$ cat config.mk
export PLATFORM = sky130hd
export DESIGN_NAME = irq_status_ctrl
export DESIGN_NICKNAME = d
export VERILOG_FILES = /design/src/rtl/irq_status_ctrl.sv
export SDC_FILE = /design/constraint.sdc
export NUM_CORES = 1
export LEC_CHECK = 0
export BUFFER_PORTS_ARGS = -buffer_cell sky130_fd_sc_hd__buf_4
export CORE_AREA = 3 3 40 42
export DETAILED_ROUTE_END_ITERATION = 8
export DIE_AREA = 0 0 43 45
export PLACE_DENSITY = 0.62
export RECOVER_POWER = 100
export SLEW_MARGIN = 20
export SYNTH_ARGS = -nofsm -noshare
export SYNTH_HDL_FRONTEND = slang
export SYNTH_SLANG_ARGS = --single-unit
$ cat constraint.sdc
create_clock -name clk -period 0.8 [get_ports clk]
set_input_delay 0.12 -clock clk [delete_from_list [all_inputs] [get_ports clk]]
set_output_delay 0.12 -clock clk [all_outputs]
set_load 0.03 [all_outputs]
$ cat src/rtl/irq_status_ctrl.sv
module irq_status_ctrl #(
  parameter int NUM_EVENTS = 5
) (
  input  logic                  clk,
  input  logic                  rst_n,
  input  logic [NUM_EVENTS-1:0] event_pulse,
  input  logic                  en_wr,
  input  logic [NUM_EVENTS-1:0] en_wdata,
  output logic [NUM_EVENTS-1:0] en_rdata,
  input  logic                  stat_rd_clr,
  output logic [NUM_EVENTS-1:0] stat_rdata,
  output logic                  irq_drive_low
);

  logic [NUM_EVENTS-1:0] stat_q;
  logic [NUM_EVENTS-1:0] en_q;
  logic [NUM_EVENTS-1:0] stat_keep;

  // a clearing read drops what it returned; fresh pulses always win
  assign stat_keep = stat_rd_clr ? '0 : stat_q;

  always_ff @(posedge clk) begin
    if (!rst_n) begin
      stat_q <= '0;
      en_q   <= '0;
    end else begin
      stat_q <= stat_keep | event_pulse;
      if (en_wr) en_q <= en_wdata;
    end
  end

  assign stat_rdata    = stat_q;
  assign en_rdata      = en_q;
  assign irq_drive_low = |(stat_q & en_q);

  AST_EVENT_LATCHED: assert property (@(posedge clk) disable iff (!rst_n)
    (|event_pulse) |=> ((stat_rdata & $past(event_pulse)) == $past(event_pulse)));

  AST_STICKY: assert property (@(posedge clk) disable iff (!rst_n)
    !stat_rd_clr |=> ((stat_rdata & $past(stat_rdata)) == $past(stat_rdata)));

  AST_READ_CLEARS: assert property (@(posedge clk) disable iff (!rst_n)
    stat_rd_clr |=> ((stat_rdata & $past(stat_rdata) & ~$past(event_pulse)) == '0));

  AST_COINCIDENT_KEPT: assert property (@(posedge clk) disable iff (!rst_n)
    (stat_rd_clr && (|event_pulse)) |=> ((stat_rdata & $past(event_pulse)) == $past(event_pulse)));

  AST_MASK_WRITE: assert property (@(posedge clk) disable iff (!rst_n)
    en_wr |=> (en_rdata == $past(en_wdata)));

  AST_MASK_HOLD: assert property (@(posedge clk) disable iff (!rst_n)
    !en_wr |=> $stable(en_rdata));

  AST_QUIET_WHEN_EMPTY: assert property (@(posedge clk) disable iff (!rst_n)
    (stat_rdata == '0 || en_rdata == '0) |-> !irq_drive_low);

endmodule

==> impl_summary.log <==
INFO  metric power.leakage = 0.375 nW
INFO  metric worstSkewPairLatency = 260 ps
INFO  metric wire_per_inst = 11.9 um
INFO  metric slew_at_the_pin_closest_to_its_max_slew_limit = 327 ps
INFO  metric chipHeight = 45 um
INFO  metric crit_path_max_fanout = 2
INFO  metric timing.reg2reg.setup_slack = -170 ps
INFO  metric worst_slack = -498 ps
INFO  metric status = finished with violations
INFO  metric master_cell_of_the_clock_root_buffer = clkbuf_4
INFO  metric seq_area_frac_synth = 52.1%
INFO  metric cts_sinks = 10
INFO  metric floorplan.initialDensity = 29.9%
INFO  metric crit_type = reg -> out
INFO  metric min_delay_worst_endpoint = stat_rdata[1]
INFO  metric std_cell_rows = 13
INFO  metric die_outline_area = 1940 um^2
INFO  metric critical_path.startpoint_type = flip-flop
INFO  metric setup-violations-final = 17
INFO  metric reg2reg_depth = 5
INFO  metric timing.hold.ws = 54.6 ps
INFO  metric crit_path_end_kind = primary output
INFO  metric mappedNetlistArea = 384 um^2
INFO  metric numPortBuffers = 24
INFO  metric clk_pin_slew = 60 ps
INFO  metric tritoncts_buffer_count = 3
INFO  metric min_delay_path_depth = 2
INFO  metric finalClockSkew = 0 ps
INFO  metric final_layout_size_suffix_gt1_share = 69.9%
INFO  metric irDropWorstVdd = 0.00103 V
INFO  metric timing.max_cap.violations = 0
INFO  metric drc = 0
INFO  metric yosys_register_bits = 10
INFO  metric n_fill_cell = 114
INFO  metric vias = 399
INFO  metric antenna_violating_nets_post_route = 0
INFO  metric pre_cts_slack = -251 ps
INFO  metric cts.path.max_buffers = 2
INFO  metric comb_power_share = 28.7%
INFO  metric grt_pass1_wl = 1.74 mm
INFO  metric power.internal = 0.000936 W
INFO  metric cts_htree_levels = 1
INFO  metric hold_start = event_pulse[1]
INFO  metric switching_share = 27.0%
INFO  metric worst-endpoint-arrival = 1180 ps
INFO  metric io_pins = 25
INFO  metric rsz0062_at_grt = yes
INFO  metric tritoncts = done
INFO  metric pwr_density_cell = 1620 nW/um^2
INFO  metric ratio_of_final_minimum_period_to_clock_period = 162%
INFO  metric grt_pass1_vias = 392
INFO  metric avgSynthCellArea = 11.0 um^2
INFO  metric initialDrtViolationCount = 4
INFO  metric worst_slew_margin_rel = 78.2%
INFO  metric globalRouteTotalUtil = 12.2%
INFO  metric timing.final.hold_violations = 0
INFO  metric postRouteWirelength = 1.05 mm
INFO  metric detailedRoute.firstPassIterationCount = 4
INFO  metric syn-instance-count = 35
INFO  metric place_congestion = 0.606
INFO  metric layout.nets = 88
INFO  metric power.total = 0.00128 W
INFO  metric largest_net_degree_at_the_start_of_global_routing = 11
INFO  metric worstSetupStartpoint = stat_rdata[3]
INFO  metric seq_power_share = 43.2%
INFO  metric synth.distinct_cells = 9
INFO  metric fin_tns_setup = -2430 ps
INFO  metric grt_remaining_overflow = 0
INFO  metric worst_ep_required_time = 680 ps
INFO  metric failed_checks = setup timing
INFO  metric max_freq = 771 MHz
INFO  metric route.detailed.vias_per_inst = 4.53
INFO  metric power.share.clock = 28.1%
INFO  metric fin_crit = 1300 ps
INFO  metric switchingPower = 0.000346 W
INFO  metric chipWidth = 43 um
INFO  metric synthesis.nets = 49
INFO  metric worstReg2RegEnd = en_rdata[3]
INFO  metric area_delta_synth_final = 106%
INFO  metric timing.rr.start = en_rdata[3]
INFO  metric hold_class = in -> reg
INFO  metric antenna_found_initial = 0
INFO  metric coreArea = 1280 um^2
INFO  metric finalMaxSlewViolations = 0
INFO  metric synth-warning-count = 0
INFO  metric insertedDiodeCount = 0
## cell usage after synthesis
cell type	instances	area, um^2
buf_2	1	5.00
a22oi_1	1	7.51
dfxtp_1	10	200
buf_4	1	7.51
a222oi_1	1	10.0
o21a_1	5	37.5
nor2b_1	10	62.6
nand2_1	1	3.75
mux2i_1	5	50.1
## how the worst max path moves through the flow
| stage | slack, ps | cells past startpoint | endpoint |
|---|---|---|---|
| final | -500 | 3 | irq_drive_low |
| after global routing | -610 | 3 | irq_drive_low |
| after CTS | -510 | 3 | irq_drive_low |
| after detailed placement | -250 | 3 | irq_drive_low |
| after global placement | -260 | 3 | irq_drive_low |
| after floorplan | -240 | 2 | irq_drive_low |
## cells in the final DEF (no fill, tap or decap), drive strengths merged
master / Yosys / layout
dfxtp: 10 / 10
nor2b: 10 / 10
mux2i: 5 / 5
clkbuf: 0 / 5
o21a: 5 / 5
a222oi: 1 / 1
nand2: 1 / 1
buf: 2 / 35
a22oi: 1 / 1
## cell families (layout without fill, tap and decap cells)
group,after synthesis,in the layout,synth area share [%]
buf+inv,2,40,3.26
mux,5,5,13.0
compound gates,7,7,14.3
simple gates,11,11,17.3
flops,10,10,52.1
## critical path, cell delays in order (launching register included)
cell,delay (ps)
dfxtp_2,320
a222oi_1,370
nand2_2,80
buf_6,150
## area by class of cell
| cell class | instances | area (um^2) | share of cell area, % |
|---|---|---|---|
| Tap cell | 15 | 18.8 | 2.37 |
| Clock buffer | 4 | 26.3 | 3.32 |
| Multi-Input combinational cell | 23 | 189 | 23.9 |
| Timing Repair Buffer | 36 | 343 | 43.4 |
| Sequential cell | 10 | 214 | 27.1 |
## state kept, by name, indices dropped and copies added, names as in the netlist
signal,count
en_rdata,5
stat_rdata,5
## power by group through the flow
stage          Combinational [W]  Sequential, W  Clock (W)
2_1_floorplan          0.0000796       0.000625          0
3_3_place_gp            0.000304       0.000559          0
3_5_place_dp            0.000305       0.000560          0
4_1_cts                 0.000364       0.000555   0.000366
5_1_grt                 0.000390       0.000557   0.000407
6_report                0.000368       0.000554   0.000360
## per-layer routing
| metal | vias up | routed length [um] | GRT usage (%) |
|---|---|---|---|
| met4 | 0 | 17 | 5.42 |
| li1 | 199 | - | - |
| met2 | 16 | 519 | 20.1 |
| met3 | 2 | 90 | 4.38 |
| met1 | 182 | 421 | 14.4 |
| met5 | - | 0 | 0 |
## through the flow
| stage | area (um^2) | instances | util, % |
|---|---|---|---|
| 6_report | 791 | 88 | 61.5 |
| 5_1_grt | 791 | 88 | 61.5 |
| 4_1_cts | 783 | 88 | 61.0 |
| 3_5_place_dp | 659 | 82 | 51.3 |
| 3_3_place_gp | 659 | 82 | 51.3 |
| 2_1_floorplan | 398 | 35 | - |
## timing repair
item,CTS,global route
gates resized for setup,24,6
hold buffers,0,0
pin swaps,2,1
setup endpoints to repair,16,18
setup buffers,3,3
Note: power is estimated with default switching activity, not from simulation.
